[config.mk]
export PLATFORM = sky130hd
export DESIGN_NAME = delta_nibble_decoder
export DESIGN_NICKNAME = d
export VERILOG_FILES = /design/src/rtl/dnd_pkg.sv /design/src/rtl/dnd_nibble_step.sv /design/src/rtl/dnd_interp.sv /design/src/rtl/delta_nibble_decoder.sv
export SDC_FILE = /design/constraint.sdc
export NUM_CORES = 2
export LEC_CHECK = 0
export ABC_AREA = 1
export BUFFER_PORTS_ARGS = -buffer_cell sky130_fd_sc_hd__buf_2
export CAP_MARGIN = 30
export CELL_PAD_IN_SITES_DETAIL_PLACEMENT = 0
export CELL_PAD_IN_SITES_GLOBAL_PLACEMENT = 1
export CORE_MARGIN = 4
export CORE_UTILIZATION = 55
export CTS_CLUSTER_SIZE = 10
export DETAILED_ROUTE_END_ITERATION = 10
export PLACE_DENSITY = 0.95
export SLEW_MARGIN = 20
export SYNTH_ARGS = -nofsm -noshare
export SYNTH_HDL_FRONTEND = slang
export SYNTH_SLANG_ARGS = --single-unit
[constraint.sdc]
create_clock -name clk -period 25.7 [get_ports clk]
set_clock_uncertainty 0.15 [all_clocks]
set_input_delay 3.855 -clock clk [delete_from_list [all_inputs] [get_ports clk]]
set_output_delay 3.855 -clock clk [all_outputs]
set_load 0.03 [all_outputs]
[src/rtl/dnd_pkg.sv]
package dnd_pkg;

   typedef enum logic [1:0] {
      DND_IDLE,
      DND_DECODE,
      DND_EMIT
   } dnd_state_e;

   // step growth factor in 1/64 units, picked by the magnitude bits of a code
   function automatic logic [7:0] dnd_step_scale(input logic [2:0] idx);
      case (idx)
         3'd4:    return 8'd77;
         3'd5:    return 8'd102;
         3'd6:    return 8'd128;
         3'd7:    return 8'd153;
         default: return 8'd57;
      endcase
   endfunction

endpackage

[src/rtl/dnd_nibble_step.sv]
module dnd_nibble_step #(
   parameter int PRED_W   = 16,
   parameter int STEP_W   = 15,
   parameter int STEP_MIN = 127,
   parameter int STEP_MAX = 24576
) (
   input  logic [3:0]               code,
   input  logic signed [PRED_W-1:0] pred_i,
   input  logic [STEP_W-1:0]        step_i,
   output logic signed [PRED_W-1:0] pred_o,
   output logic [STEP_W-1:0]        step_o
);
   import dnd_pkg::*;

   localparam int MAG_W  = STEP_W + 4;
   localparam int DIV_W  = MAG_W - 3;
   localparam int SUM_W  = ((PRED_W > DIV_W + 1) ? PRED_W : DIV_W + 1) + 1;
   localparam int SPR_W  = STEP_W + 8;
   localparam int P_HI_I = (1 << (PRED_W - 1)) - 1;
   localparam int P_LO_I = -(1 << (PRED_W - 1));

   logic [3:0]               odd;
   logic [MAG_W-1:0]         mag_prod;
   logic [DIV_W-1:0]         mag_div;
   logic signed [SUM_W-1:0]  pred_x;
   logic signed [SUM_W-1:0]  diff_x;
   logic signed [SUM_W-1:0]  sum_x;
   logic [SPR_W-1:0]         step_prod;
   logic [SPR_W-1:0]         step_div;

   // odd multiplier 1,3,..,15 from the magnitude bits
   assign odd      = {code[2:0], 1'b1};
   assign mag_prod = MAG_W'(odd) * MAG_W'(step_i);
   // magnitude is shifted before the sign is applied: truncation toward zero
   assign mag_div  = DIV_W'(mag_prod >> 3);
   assign pred_x   = SUM_W'(pred_i);
   assign diff_x   = SUM_W'($signed({1'b0, mag_div}));
   assign sum_x    = code[3] ? (pred_x - diff_x) : (pred_x + diff_x);

   always_comb begin
      if (sum_x > SUM_W'(P_HI_I))
         pred_o = PRED_W'(P_HI_I);
      else if (sum_x < SUM_W'(P_LO_I))
         pred_o = PRED_W'(P_LO_I);
      else
         pred_o = PRED_W'(sum_x);
   end

   assign step_prod = SPR_W'(step_i) * SPR_W'(dnd_step_scale(code[2:0]));
   assign step_div  = step_prod >> 6;

   always_comb begin
      if (step_div > SPR_W'(STEP_MAX))
         step_o = STEP_W'(STEP_MAX);
      else if (step_div < SPR_W'(STEP_MIN))
         step_o = STEP_W'(STEP_MIN);
      else
         step_o = STEP_W'(step_div);
   end

endmodule

[src/rtl/dnd_interp.sv]
module dnd_interp #(
   parameter int PRED_W = 16,
   parameter int FRAC_W = 14,
   parameter int VOL_W  = 8,
   parameter int OUT_W  = 24
) (
   input  logic signed [PRED_W-1:0] prev_i,
   input  logic signed [PRED_W-1:0] cur_i,
   input  logic [FRAC_W-1:0]        frac_i,
   input  logic [VOL_W-1:0]         vol_i,
   output logic signed [OUT_W-1:0]  out_o
);
   localparam int WGT_W = FRAC_W + 1;
   localparam int ACC_W = PRED_W + WGT_W + 2;

   logic [WGT_W-1:0]         w_prev;
   logic [WGT_W-1:0]         w_cur;
   logic signed [ACC_W-1:0]  p_prev;
   logic signed [ACC_W-1:0]  p_cur;
   logic signed [ACC_W-1:0]  acc;
   logic signed [PRED_W-1:0] mix;

   assign w_cur  = {1'b0, frac_i};
   assign w_prev = (WGT_W'(1) << FRAC_W) - w_cur;
   assign p_prev = ACC_W'(prev_i) * ACC_W'($signed({1'b0, w_prev}));
   assign p_cur  = ACC_W'(cur_i)  * ACC_W'($signed({1'b0, w_cur}));
   assign acc    = p_prev + p_cur;
   // arithmetic shift gives floor; weights sum to one so the range is preserved
   assign mix    = PRED_W'(acc >>> FRAC_W);
   assign out_o  = OUT_W'(mix) * OUT_W'($signed({1'b0, vol_i}));

endmodule

[src/rtl/delta_nibble_decoder.sv]
module delta_nibble_decoder #(
   parameter int RATE_W   = 16,
   parameter int FRAC_W   = 14,
   parameter int PRED_W   = 16,
   parameter int STEP_MIN = 127,
   parameter int STEP_MAX = 24576,
   parameter int VOL_W    = 8,
   parameter int OUT_W    = PRED_W + VOL_W
) (
   input  logic                     clk,
   input  logic                     rst_n,
   input  logic                     restart,
   input  logic                     tick,
   input  logic [RATE_W-1:0]        rate,
   input  logic [VOL_W-1:0]         volume,
   input  logic                     nib_valid,
   input  logic [3:0]               nib_code,
   output logic                     nib_ready,
   output logic                     smp_valid,
   output logic signed [OUT_W-1:0]  smp_out
);
   import dnd_pkg::*;

   localparam int STEP_W = $clog2(STEP_MAX + 1);
   localparam int SUM_W  = RATE_W + 1;
   localparam int CNT_W  = SUM_W - FRAC_W;

   if (RATE_W < FRAC_W) begin : g_bad_rate
      $error("rate must be at least as wide as the phase fraction");
   end
   if (STEP_MIN < 1 || STEP_MIN > STEP_MAX) begin : g_bad_step
      $error("step clamp bounds are inconsistent");
   end
   if (OUT_W < PRED_W + VOL_W) begin : g_bad_out
      $error("output too narrow for sample times volume");
   end

   dnd_state_e               state_q;
   logic [FRAC_W-1:0]        phase_q;
   logic [CNT_W-1:0]         pend_q;
   logic signed [PRED_W-1:0] pred_q;
   logic signed [PRED_W-1:0] prev_q;
   logic [STEP_W-1:0]        step_q;
   logic signed [OUT_W-1:0]  smp_out_q;
   logic                     smp_valid_q;

   logic [SUM_W-1:0]         phase_sum;
   logic [CNT_W-1:0]         carry;
   logic signed [PRED_W-1:0] pred_nx;
   logic [STEP_W-1:0]        step_nx;
   logic signed [OUT_W-1:0]  mix_out;

   assign phase_sum = SUM_W'(phase_q) + SUM_W'(rate);
   assign carry     = phase_sum[SUM_W-1:FRAC_W];
   assign nib_ready = (state_q == DND_DECODE) && !restart;
   assign smp_valid = smp_valid_q;
   assign smp_out   = smp_out_q;

   dnd_nibble_step #(
      .PRED_W  (PRED_W),
      .STEP_W  (STEP_W),
      .STEP_MIN(STEP_MIN),
      .STEP_MAX(STEP_MAX)
   ) u_step (
      .code  (nib_code),
      .pred_i(pred_q),
      .step_i(step_q),
      .pred_o(pred_nx),
      .step_o(step_nx)
   );

   dnd_interp #(
      .PRED_W(PRED_W),
      .FRAC_W(FRAC_W),
      .VOL_W (VOL_W),
      .OUT_W (OUT_W)
   ) u_interp (
      .prev_i(prev_q),
      .cur_i (pred_q),
      .frac_i(phase_q),
      .vol_i (volume),
      .out_o (mix_out)
   );

   always_ff @(posedge clk or negedge rst_n) begin
      if (!rst_n) begin
         state_q     <= DND_IDLE;
         phase_q     <= '0;
         pend_q      <= '0;
         pred_q      <= '0;
         prev_q      <= '0;
         step_q      <= STEP_W'(STEP_MIN);
         smp_out_q   <= '0;
         smp_valid_q <= 1'b0;
      end else if (restart) begin
         state_q     <= DND_IDLE;
         phase_q     <= '0;
         pend_q      <= '0;
         pred_q      <= '0;
         prev_q      <= '0;
         step_q      <= STEP_W'(STEP_MIN);
         smp_out_q   <= '0;
         smp_valid_q <= 1'b0;
      end else begin
         case (state_q)
            DND_IDLE: begin
               smp_valid_q <= 1'b0;
               if (tick) begin
                  phase_q <= phase_sum[FRAC_W-1:0];
                  pend_q  <= carry;
                  state_q <= (carry == '0) ? DND_EMIT : DND_DECODE;
               end
            end
            DND_DECODE: begin
               if (nib_valid) begin
                  prev_q <= pred_q;
                  pred_q <= pred_nx;
                  step_q <= step_nx;
                  pend_q <= pend_q - CNT_W'(1);
                  if (pend_q == CNT_W'(1))
                     state_q <= DND_EMIT;
               end
            end
            DND_EMIT: begin
               smp_out_q   <= mix_out;
               smp_valid_q <= 1'b1;
               state_q     <= DND_IDLE;
            end
            default: state_q <= DND_IDLE;
         endcase
      end
   end

endmodule

==> Implementation_results.wiki <==
{| class="wikitable"
! Metric !! Value
|-
| Effective utilization at floorplan || 0.558
|-
| Endpoint class of the critical path || register
|-
| DRT iter0 DRCs || 1760
|-
| Number of hold violations in the final report || 0
|-
| Cts bufs inserted || 9
|-
| Number of detailed-route iterations in the first pass || 6
|-
| Hold crit path type || register to register
|-
| Dominant cells by area after synthesis || sky130_fd_sc_hd__fa_1 42%, sky130_fd_sc_hd__inv_1 12%, sky130_fd_sc_hd__ha_1 10%
|-
| Arr. time, crit path || 13.42 ns
|-
| Final number of max-transition violations || 0
|-
| Post-Place Cell Area || 0.0339 mm²
|-
| Top post-synthesis cells by count || 1080 x sky130_fd_sc_hd__inv_1, 870 x sky130_fd_sc_hd__nand2_1, 697 x sky130_fd_sc_hd__fa_1
|-
| Final cycle utilization of the critical path || 0.517
|-
| Post-synthesis cell count || 4178
|-
| Layout cells sized above 1 || 0.0449
|-
| Sort of element at the start of the critical path || register
|-
| Max Cap Violations || 0
|-
| Syn avg cell area || 7.89 µm²
|-
| Nets || 5137
|-
| CTS tree || done
|-
| Worst rel slew slack || 0.334
|-
| Number of flops mapped to enable cells by yosys || 0
|-
| Avg Vias per Cell || 5.27
|-
| Unique cell type count in the Yosys netlist || between 50 and 60
|-
| Worst Path Max Fanout || 20
|-
| Most repeated cell in the gate-level netlist after synthesis || sky130_fd_sc_hd__inv_1
|-
| Vias after detailed routing || 25907
|-
| Antenna violations before repair || 0
|-
| Library cell contributing the largest single delay on the critical path || sky130_fd_sc_hd__dfrtp_1
|-
| Req. time, crit path || 25.84 ns
|-
| Post-synth top area cell || sky130_fd_sc_hd__fa_1
|-
| Post-CTS repair timing setup buffer count || 0
|-
| Measured slew at the worst slew-check pin || 1.00 ns
|-
| Ys Warns || 0
|-
| Top_reg_cell synth || sky130_fd_sc_hd__dfrtp_1
|-
| Result of the run || completed
|-
| CP Class || register to register
|-
| Clock latency on the worst-skew pair || 0.41 ns
|-
| Die span in x || between 200 and 300 µm
|-
| Via count of the first global-routing pass || 27218
|-
| Max Fclk || 75.3 MHz
|-
| RSZ-0062 raised after global routing || no
|-
| Aggregate global-route resource usage || 0.277
|-
| Pin count of the biggest net entering global routing || 55
|-
| Deepest clock path buffer count || 2
|-
| Async set or reset register ratio after synthesis || 1.00
|-
| Final setup violation count || 0
|-
| Number of hold-repair buffers added at the cts stage || 0
|-
| Io pins || 59
|-
| Final HPWL from detailed placement || 71.6 mm
|-
| P&R area growth vs syn || 3.72%
|-
| Post-route cell area || ~0.034 mm²
|-
| Wire length of the first global-routing pass || about 140 mm
|-
| Std-Cell Core Area || about 0.06 mm²
|-
| Minimum clock period || 13.28 ns
|-
| Count of inserted antenna diode cells || 0
|-
| Clock transition at path regs || 0.09 ns
|-
| Layout Utilization || 0.578
|-
| Slowest Stage Delay on Critical Path || 0.91 ns
|-
| Total number of placement rows || between 80 and 90
|-
| Synthesized netlist net count || 5175
|-
| Routability Congestion || 0.915
|-
| Clock tree root driver cell || sky130_fd_sc_hd__clkbuf_16
|-
| Number of port buffers || 58
|-
| Total wirelength of the detailed-routed design || 83.4 mm
|-
| Die outline height || 253 µm
|-
| H-tree depth || 3
|-
| Number of remaining DRC errors || 0
|-
| Mapped Area || about 0.033 mm²
|-
| Share of Yosys cell area claimed by the top area cell type || 0.423
|-
| Clk sinks || 91
|-
| Overflow after GRT || 0
|-
| Register bit count reported by yosys || a little over 90
|-
| Cell occurring most often along the worst timing path || sky130_fd_sc_hd__inv_1
|-
| Drt wl/cell || 17.0 µm
|-
| Post-route setup TNS || 0 ns
|-
| Number of gates resized after cts || 0
|-
| Routed Antenna Nets || 0
|-
| Post-synthesis sequential area ratio || 0.0693
|-
| Die Outline Area || 0.0639 mm²
|}
## through the flow
stage / cells / setup WS, ns / hold WS, ns
finish: 4918 / 12.42 / 0.332
CTS: 4918 / 12.50 / 0.336
floorplan: 4178 / 14.11 / 0.299
global placement: 4900 / 12.72 / 0.311
detailed placement: 4902 / 12.56 / 0.315
global route: 4918 / 11.49 / 0.374
## routing by layer
metal,GRT usage,part of all wire,vias to the layer above
li1,-,-,12170
met1,0.388,0.43,12687
met2,0.450,0.47,885
met3,0.0472,0.071,165
met4,0.0802,0.031,0
met5,0,0,-
## kinds of logic (layout without fill, tap and decap cells)
kind of cell	Yosys count	in the layout	synth area share
AOI/OAI and AO/OA	307	307	0.0520
xor gates and xnor gates	89	89	0.0241
adders and majority gates	964	964	0.524
buffers and inverters	1223	1190	0.140
DFF	91	91	0.0693
and+or+nand+nor	1504	1504	0.190
## final timing paths
kind	start	end	slack [ns]	depth (start not counted)
max in group asynchronous	rst_n	pend_q[2]$_DFFE_PN0P_	20.87	2
hold reg to reg	smp_out[9]$_DFFE_PN0P_	smp_out[9]$_DFFE_PN0P_	0.33	1
min in group asynchronous	rst_n	smp_out[4]$_DFFE_PN0P_	3.26	1
setup / recovery	phase_q[1]$_DFFE_PN0P_	smp_out[22]$_DFFE_PN0P_	12.42	58
setup reg to reg	phase_q[1]$_DFFE_PN0P_	smp_out[22]$_DFFE_PN0P_	12.42	58
hold / removal	smp_out[9]$_DFFE_PN0P_	smp_out[9]$_DFFE_PN0P_	0.33	1
## cells in the final DEF, fill, tap and decap left out, types with 9 or more instances in the layout
cell type | Yosys | final
sky130_fd_sc_hd__inv_1 | 1080 | 1080
sky130_fd_sc_hd__nand2_1 | 870 | 870
sky130_fd_sc_hd__fa_1 | 697 | 697
sky130_fd_sc_hd__nor2_1 | 379 | 379
sky130_fd_sc_hd__ha_1 | 267 | 267
sky130_fd_sc_hd__a21oi_1 | 135 | 135
sky130_fd_sc_hd__nand3_1 | 115 | 115
sky130_fd_sc_hd__o21ai_0 | 94 | 94
sky130_fd_sc_hd__dfrtp_1 | 84 | 84
sky130_fd_sc_hd__buf_2 | 6 | 58
sky130_fd_sc_hd__xor2_1 | 48 | 47
sky130_fd_sc_hd__xnor2_1 | 39 | 39
sky130_fd_sc_hd__or2_2 | 34 | 34
sky130_fd_sc_hd__nand4_1 | 22 | 22
sky130_fd_sc_hd__nor3_1 | 19 | 19
sky130_fd_sc_hd__nand3_2 | 18 | 18
sky130_fd_sc_hd__buf_4 | 0 | 17
sky130_fd_sc_hd__clkinv_1 | 15 | 15
sky130_fd_sc_hd__o22ai_1 | 14 | 14
sky130_fd_sc_hd__nand2_2 | 13 | 13
sky130_fd_sc_hd__o31ai_1 | 10 | 10
sky130_fd_sc_hd__a21o_1 | 9 | 9
sky130_fd_sc_hd__clkbuf_16 | 0 | 9
## sequential cells by signal (all words and copies together) (netlist names)
register and cells:
phase_q 14, prev_q 16, smp_out 24, step_q 15, smp_valid 1, state_q 2
pend_q 3, pred_q 16
## cell type report
type                       count  area (µm²)
clock buffer                   9         225
tap                          773         967
clock inverter                 7        91.3
inverter                    1098        4120
multi-input combinational   2864       26100
sequential                    91        2290
timing repair buffer          76         445
fill                        5492       24900
## critical path, delay by kind of cell (launching register included)
family / cells / cell delay, ns
DFF: 1 / 0.91
adders and majority gates: 15 / 6.89
and+or+nand+nor: 21 / 2.37
buffers and inverters: 15 / 1.56
AOI/OAI and AO/OA: 7 / 1.25
Power is left out: the tool's default activity adds up to more than one toggle a clock period on the data nets, which glitch-free logic cannot reach.
